`src/rtl/phy_mgmt_pkg.sv`:
```
package phy_mgmt_pkg;

    localparam logic [4:0] ADDR_CTRL  = 5'd0;
    localparam logic [4:0] ADDR_STAT  = 5'd1;
    localparam logic [4:0] ADDR_ID_HI = 5'd2;
    localparam logic [4:0] ADDR_ID_LO = 5'd3;
    localparam logic [4:0] ADDR_XSTAT = 5'd15;

    typedef enum logic [1:0] {
        SPD_10   = 2'd0,
        SPD_100  = 2'd1,
        SPD_1000 = 2'd2,
        SPD_RSVD = 2'd3
    } speed_t;

    // stored control fields (the reset bit lives in the timer)
    typedef struct packed {
        logic loop_en;
        logic spd_lo;
        logic neg_en;
        logic pwr_dn;
        logic iso_en;
        logic neg_kick;
        logic fdx;
        logic col_tst;
        logic spd_hi;
        logic uni_en;
    } ctrl_t;

    function automatic ctrl_t ctrl_default();
        ctrl_t c;
        c = '0;
        c.neg_en = 1'b1;
        return c;
    endfunction

    function automatic ctrl_t ctrl_from_word(input logic [15:0] w);
        ctrl_t c;
        c.loop_en  = w[14];
        c.spd_lo   = w[13];
        c.neg_en   = w[12];
        c.pwr_dn   = w[11];
        c.iso_en   = w[10];
        c.neg_kick = w[9] & w[12];
        c.fdx      = w[8];
        c.col_tst  = w[7];
        c.spd_hi   = w[6];
        c.uni_en   = w[5];
        return c;
    endfunction

    function automatic logic [15:0] ctrl_to_word(input ctrl_t c, input logic busy);
        return {busy, c.loop_en, c.spd_lo, c.neg_en, c.pwr_dn, c.iso_en,
                c.neg_kick, c.fdx, c.col_tst, c.spd_hi, c.uni_en, 5'b00000};
    endfunction

endpackage

```
`src/rtl/phy_rst_timer.sv`:
```
module phy_rst_timer #(
    parameter int unsigned CYCLES = 64
) (
    input  logic clk,
    input  logic rst_n,
    input  logic start,
    output logic busy,
    output logic done
);
    localparam int unsigned CW = (CYCLES < 2) ? 1 : $clog2(CYCLES + 1);

    typedef struct packed {
        logic          run;
        logic [CW-1:0] cnt;
    } tmr_t;

    tmr_t tmr_d, tmr_q;

    always_comb begin
        tmr_d = tmr_q;
        if (tmr_q.run) begin
            if (tmr_q.cnt == '0) tmr_d.run = 1'b0;
            else                 tmr_d.cnt = tmr_q.cnt - 1'b1;
        end else if (start) begin
            tmr_d.run = 1'b1;
            tmr_d.cnt = CW'(CYCLES - 1);
        end
    end

    always_ff @(posedge clk or negedge rst_n) begin
        if (!rst_n) tmr_q <= '0;
        else        tmr_q <= tmr_d;
    end

    assign busy = tmr_q.run;
    assign done = tmr_q.run && (tmr_q.cnt == '0);
endmodule

```
`src/rtl/phy_mode_decode.sv`:
```
module phy_mode_decode
    import phy_mgmt_pkg::*;
(
    input  ctrl_t        ctrl,
    input  speed_t       speed_cur,
    input  logic         link_up,
    input  logic [1:0]   an_speed,
    input  logic         an_full_duplex,
    output speed_t       speed_next,
    output logic         full_duplex,
    output logic         tx_allow
);
    logic [1:0] forced_code;
    logic [1:0] pick_code;
    logic       uni_live;

    assign forced_code = {ctrl.spd_hi, ctrl.spd_lo};
    assign pick_code   = ctrl.neg_en ? an_speed : forced_code;

    always_comb begin
        if (pick_code == SPD_RSVD) speed_next = speed_cur;
        else                       speed_next = speed_t'(pick_code);
    end

    assign full_duplex = ctrl.neg_en ? an_full_duplex : ctrl.fdx;
    assign uni_live    = !ctrl.neg_en && ctrl.fdx && ctrl.uni_en;
    assign tx_allow    = !ctrl.pwr_dn && (link_up || uni_live);
endmodule

```
`src/rtl/phy_loop_path.sv`:
```
module phy_loop_path #(
    parameter int unsigned DW = 8
) (
    input  logic          loop_en,
    input  logic          pwr_dn,
    input  logic          tx_allow,
    input  logic [DW-1:0] mac_txd,
    input  logic          mac_tx_en,
    input  logic [DW-1:0] line_rxd,
    input  logic          line_rx_dv,
    output logic [DW-1:0] line_txd,
    output logic          line_tx_en,
    output logic [DW-1:0] mac_rxd,
    output logic          mac_rx_dv
);
    always_comb begin
        line_txd   = '0;
        line_tx_en = 1'b0;
        mac_rxd    = '0;
        mac_rx_dv  = 1'b0;
        if (!pwr_dn) begin
            if (loop_en) begin
                mac_rxd   = mac_txd;
                mac_rx_dv = mac_tx_en;
            end else begin
                line_txd   = mac_txd;
                line_tx_en = mac_tx_en && tx_allow;
                mac_rxd    = line_rxd;
                mac_rx_dv  = line_rx_dv;
            end
        end
    end
endmodule

```
`src/rtl/phy_mgmt_regs.sv`:
```
module phy_mgmt_regs
    import phy_mgmt_pkg::*;
#(
    parameter int unsigned DW          = 8,
    parameter int unsigned RST_CYCLES  = 64,
    parameter logic [31:0] PHY_ID      = 32'h0A5C_3E71,
    parameter logic [6:0]  CAPS        = 7'b0111100,
    parameter logic [3:0]  GIG_CAPS    = 4'b0011,
    parameter logic        UNIDIR_ABLE = 1'b1
) (
    input  logic          clk,
    input  logic          rst_n,
    input  logic [4:0]    reg_addr,
    input  logic [15:0]   wr_data,
    input  logic          wr_en,
    input  logic          rd_en,
    output logic [15:0]   rd_data,
    input  logic          link_up,
    input  logic          an_done,
    input  logic [1:0]    an_speed,
    input  logic          an_full_duplex,
    input  logic [DW-1:0] mac_txd,
    input  logic          mac_tx_en,
    input  logic [DW-1:0] line_rxd,
    input  logic          line_rx_dv,
    output logic [DW-1:0] line_txd,
    output logic          line_tx_en,
    output logic [DW-1:0] mac_rxd,
    output logic          mac_rx_dv,
    output logic [1:0]    speed_mode,
    output logic          full_duplex,
    output logic          loopback,
    output logic          power_down,
    output logic          isolate,
    output logic          an_restart,
    output logic          tx_allow
);
    typedef struct packed {
        ctrl_t  ctrl;
        speed_t speed;
        logic   link_drop;
    } state_t;

    state_t st_d, st_q;

    logic   busy, done, ctrl_wr, rst_start;
    speed_t speed_next;
    logic   unused_rsvd;

    assign unused_rsvd = ^wr_data[4:0];

    assign ctrl_wr   = wr_en && (reg_addr == ADDR_CTRL) && !busy;
    assign rst_start = ctrl_wr && wr_data[15];

    phy_rst_timer #(.CYCLES(RST_CYCLES)) timer_i (
        .clk   (clk),
        .rst_n (rst_n),
        .start (rst_start),
        .busy  (busy),
        .done  (done)
    );

    phy_mode_decode decode_i (
        .ctrl           (st_q.ctrl),
        .speed_cur      (st_q.speed),
        .link_up        (link_up),
        .an_speed       (an_speed),
        .an_full_duplex (an_full_duplex),
        .speed_next     (speed_next),
        .full_duplex    (full_duplex),
        .tx_allow       (tx_allow)
    );

    phy_loop_path #(.DW(DW)) path_i (
        .loop_en    (st_q.ctrl.loop_en),
        .pwr_dn     (st_q.ctrl.pwr_dn),
        .tx_allow   (tx_allow),
        .mac_txd    (mac_txd),
        .mac_tx_en  (mac_tx_en),
        .line_rxd   (line_rxd),
        .line_rx_dv (line_rx_dv),
        .line_txd   (line_txd),
        .line_tx_en (line_tx_en),
        .mac_rxd    (mac_rxd),
        .mac_rx_dv  (mac_rx_dv)
    );

    always_comb begin
        st_d = st_q;
        st_d.ctrl.neg_kick = 1'b0;
        st_d.speed = speed_next;

        if (done) begin
            st_d.ctrl  = ctrl_default();
            st_d.speed = SPD_10;
        end else if (ctrl_wr && !wr_data[15]) begin
            st_d.ctrl = ctrl_from_word(wr_data);
        end

        if (!link_up)
            st_d.link_drop = 1'b1;
        else if (done || (rd_en && reg_addr == ADDR_STAT))
            st_d.link_drop = 1'b0;
    end

    always_ff @(posedge clk or negedge rst_n) begin
        if (!rst_n) begin
            st_q.ctrl      <= ctrl_default();
            st_q.speed     <= SPD_10;
            st_q.link_drop <= 1'b0;
        end else begin
            st_q <= st_d;
        end
    end

    always_comb begin
        case (reg_addr)
            ADDR_CTRL:  rd_data = ctrl_to_word(st_q.ctrl, busy);
            ADDR_STAT:  rd_data = {CAPS, 1'b1, UNIDIR_ABLE, 1'b0,
                                   an_done & st_q.ctrl.neg_en, 1'b0, 1'b1,
                                   link_up & ~st_q.link_drop, 1'b0, 1'b1};
            ADDR_ID_HI: rd_data = PHY_ID[31:16];
            ADDR_ID_LO: rd_data = PHY_ID[15:0];
            ADDR_XSTAT: rd_data = {GIG_CAPS, 12'h000};
            default:    rd_data = 16'h0000;
        endcase
    end

    assign speed_mode = st_q.speed;
    assign loopback   = st_q.ctrl.loop_en;
    assign power_down = st_q.ctrl.pwr_dn;
    assign isolate    = st_q.ctrl.iso_en;
    assign an_restart = st_q.ctrl.neg_kick;
endmodule

```
`config.mk`:
```
export PLATFORM = sky130hd
export DESIGN_NAME = phy_mgmt_regs
export DESIGN_NICKNAME = d
export VERILOG_FILES = /design/src/rtl/phy_mgmt_pkg.sv /design/src/rtl/phy_rst_timer.sv /design/src/rtl/phy_mode_decode.sv /design/src/rtl/phy_loop_path.sv /design/src/rtl/phy_mgmt_regs.sv
export SDC_FILE = /design/constraint.sdc
export NUM_CORES = 1
export LEC_CHECK = 0
export ABC_CLOCK_PERIOD_IN_PS = 1550
export BUFFER_PORTS_ARGS = -buffer_cell sky130_fd_sc_hd__buf_2
export CORE_MARGIN = 3
export CORE_UTILIZATION = 40
export DETAILED_ROUTE_END_ITERATION = 8
export HOLD_SLACK_MARGIN = 0.12
export PLACE_DENSITY = 0.76
export SETUP_SLACK_MARGIN = 0.4
export SLEW_MARGIN = 10
export SYNTH_ARGS = -nofsm -noshare
export SYNTH_HDL_FRONTEND = slang
export SYNTH_SLANG_ARGS = --single-unit
```
`constraint.sdc`:
```
create_clock -name clk -period 1.55 [get_ports clk]
set_clock_uncertainty 0.05 [all_clocks]
set_input_delay 0.31 -clock clk [delete_from_list [all_inputs] [get_ports clk]]
set_output_delay 0.31 -clock clk [all_outputs]
set_load 0.005 [all_outputs]
```
==> flow_summary_export.csv <==
group,metric,value,unit
run_status,status,"finished, violations left",
run_status,violations,"negative setup slack",
synthesis,netlist_area,1570,sq um
synthesis,synthTopCellsByCount,"21 x nor2_1, 20 x dfrtp_1, 14 x a21oi_1, 13 x nand2_1, 12 x mux2i_1",
drt,routed_wl,7380,um
cells_and_area,drive_gt1_share,69.2,%
timing,finalSetupViolCount,43,
power,pwr-share-clk,29.4,%
power,power.switching,0.000348,W
power,finalPower,0.00125,W
die,coreArea,3720,sq um
cells_and_area,final_nets,363,
timing,fmax,578,MHz
cells_and_area,design_area,3020,sq um
drt,dr.pass1.iters,4,
grt,grt.total_usage,25.8,%
timing,setup-tns-final,-3.01,ns
grt,grt_pass1_wl,9010,um
die,io_pins,90,
synthesis,yosysSeqAreaShare,33.5,%
synthesis,avgSynthCellArea,8.83,sq um
setup_path,end_kind,"output port",
cells_and_area,areaGrowthSynthToFinish,91.9,%
setup_path,critPathRequiredTime,1.19,ns
power,power_density,415,nW/um^2
setup_path,cp.arrival,1.37,ns
placement,hpwl,3650,um
placement,gp_congestion,0.843,
synthesis,yosys_most_used_dff,"dfrtp_1",
min_path,min_path_type,"primary input to register",
grt,met2_usage,44.7,%
grt,grt_pass1_vias,1815,
timing,fin_ws,-0.181,ns
drt,wl_per_cell,20.5,um
cells_and_area,n_antenna_cell,0,
synthesis,syn-num-nets,228,
timing,fin_crit,1.73,ns
grt,overflow,0,
synthesis,synth_edf_count,0,
drt,drtIter0Drc,87,
cells_and_area,final_cells,360,
synthesis,yosysWarnings,0,
synthesis,synth_top_cell_by_area,"dfrtp_1",
placement,port_buffers,83,
placement,placed_area,2350,sq um
synthesis,ys_ff_latch,21,
timing,hold_violations,0,
power,power.internal,0.000904,W
die,dieArea,4720,sq um
clock_network,h-tree-depth,1,
drt,antenna_left,0,
synthesis,synth_cells,178,
clock_network,numCtsBuffers,3,
timing,slew_violations,0,
clock_network,clockBufferDepth,2,
clock_network,cts_num_sinks,21,
synthesis,synth_area_leaders,"dfrtp_1 32%, mux2i_1 7.6%, and3_2 5.3%, a31o_2 5.0%, nor2_1 5.0%",
job,maxCapViolCount,0,
power,combPwrFrac,26.6,%
power,seqPwrFrac,44.0,%
placement,dp.cells,325,
synthesis,synthArstFlopShare,100,%
timing,rsz0062_at_grt,"yes",
setup_path,critPathKind,"register to output port",
synthesis,post-synth-top-count-cell,"nor2_1",
clock_network,clk_pin_slew_worst_paths,0.08,ns
grt,grt_busiest_layer,"met2",
synthesis,synth_top_area_share,31.8,%
synthesis,synth_cell_types,45,
power,swShare,27.8,%
grt,grt_antenna_before_repair,0,
setup_path,cp-start-kind,"register",
timing,timing.final.crit_share,112,%
power,leakagePower,1.48,nW
power,ir_drop,368,uV
die,start_util,42.3,%
clock_network,cts_tree,"yes",
grt,met1_usage,32.0,%
grt,use_met3,3.24,%
clock_network,clk_latency,0.26,ns
die,rows,22,
grt,grt_max_degree,22,
drt,num_vias,2077,
die,die_w,68.7,um
drt,remaining_drc_errors,0,
setup_path,critical_path.max_fanout,5,
die,fp.dieH,68.7,um
clock_network,root_buffer,"clkbuf_8",
drt,via_per_inst,5.77,
==> power groups by stage <==
stage | Clock [W] | Combinational (W) | Sequential [W]
detailed placement | 0 | 0.000242 | 0.000561
CTS | 0.000364 | 0.000280 | 0.000550
finish | 0.000368 | 0.000334 | 0.000550
floorplan | 0 | 0.0000976 | 0.000561
global placement | 0 | 0.000237 | 0.000561
global route | 0.000393 | 0.000356 | 0.000551
==> worst paths after layout <==
check                                             start                      endpoint  slack, ns  cells past startpoint
setup reg to reg           timer_i.tmr_q[0]$_DFFE_PN0P_  timer_i.tmr_q[1]$_DFFE_PN0P_      -0.16                      5
setup / recovery                   st_q[10]$_DFFE_PN1P_                    rd_data[5]      -0.18                      4
hold reg to reg                     st_q[0]$_DFFE_PN0P_           st_q[0]$_DFFE_PN0P_       0.47                      1
max in group asynchronous                         rst_n        power_down$_DFFE_PN0P_       0.63                      2
min in group asynchronous                         rst_n     speed_mode[0]$_DFFE_PN0P_       0.48                      2
hold / removal                               wr_data[9]          an_restart$_DFF_PN0_       0.24                      3
==> metrics by stage <==
step           hold WS, ns  util, %  setup slack [ns]
2_1_floorplan      -0.0356        -           -0.0682
4_1_cts              0.229     75.0            -0.132
6_report             0.245     81.1            -0.181
3_5_place_dp         0.240     63.1            -0.170
3_3_place_gp         0.235     63.1            -0.107
5_1_grt              0.239     81.1            -0.249
==> routing by layer <==
layer  vias to the layer above  part of all wire, %
li1                        915                    -
met1                      1007                   38
met2                       119                   51
met3                        36                  6.5
met4                         0                  4.4
met5                         -                    0
==> registers in the layout, summed over array words and instances (netlist names) <==
register / cells
an_restart: 1
isolate: 1
loopback: 1
power_down: 1
speed_mode: 2
st_q: 7
timer_i.busy: 1
timer_i.tmr_q: 7
==> kinds of logic (layout without fill, tap and decap cells) <==
group	after synthesis	in the layout	share of synthesized area, %
other	1	1	0.239
adders and majority gates	2	2	1.59
DFF	21	21	33.5
and+or+nand+nor	86	89	33.3
muxes	12	12	7.64
buffers and inverters	18	149	5.73
AOI/OAI and AO/OA	38	38	18.0
==> cell usage in the layout, fill, tap and decap left out, drive strengths merged, types with 2 or more instances in the layout <==
cell type / instances
mux2i: 12
nand2b: 3
or3: 3
and2: 9
nand3: 6
clkbuf: 4
or4b: 2
buf: 136
ha: 2
nor4: 2
o21a: 3
nor2: 22
nor3: 5
a21oi: 14
inv: 7
nand3b: 2
dfrtp: 20
nand2: 15
a211o: 3
o211ai: 2
and3: 12
a31o: 9
==> final cells by class <==
| class | instances | area [sq um] |
|---|---|---|
| Sequential cell | 21 | 531 |
| Clock buffer | 3 | 41.3 |
| Tap cell | 48 | 60.1 |
| Multi-Input combinational cell | 142 | 1310 |
| Inverter | 7 | 26.3 |
| Fill cell | 197 | 701 |
| Clock inverter | 1 | 5.00 |
| Timing Repair Buffer | 138 | 1040 |
==> worst max-delay path, cell delays in order (launching register included) <==
cell	delay (ns)
dfstp_2	0.66
a21oi_2	0.11
a2bb2oi_2	0.15
nor2_4	0.09
buf_6	0.09
==> what timing repair did <==
action                                 in CTS  in global routing
gates cloned                                4                  0
endpoints found under the hold margin      20                  0
buffers inserted                           13                 13
resized for setup                          50                 28
hold buffers                                1                  0
setup endpoints to repair                  62                 62
pin swaps                                  34                 23
Note: power is estimated with default switching activity, not from simulation.
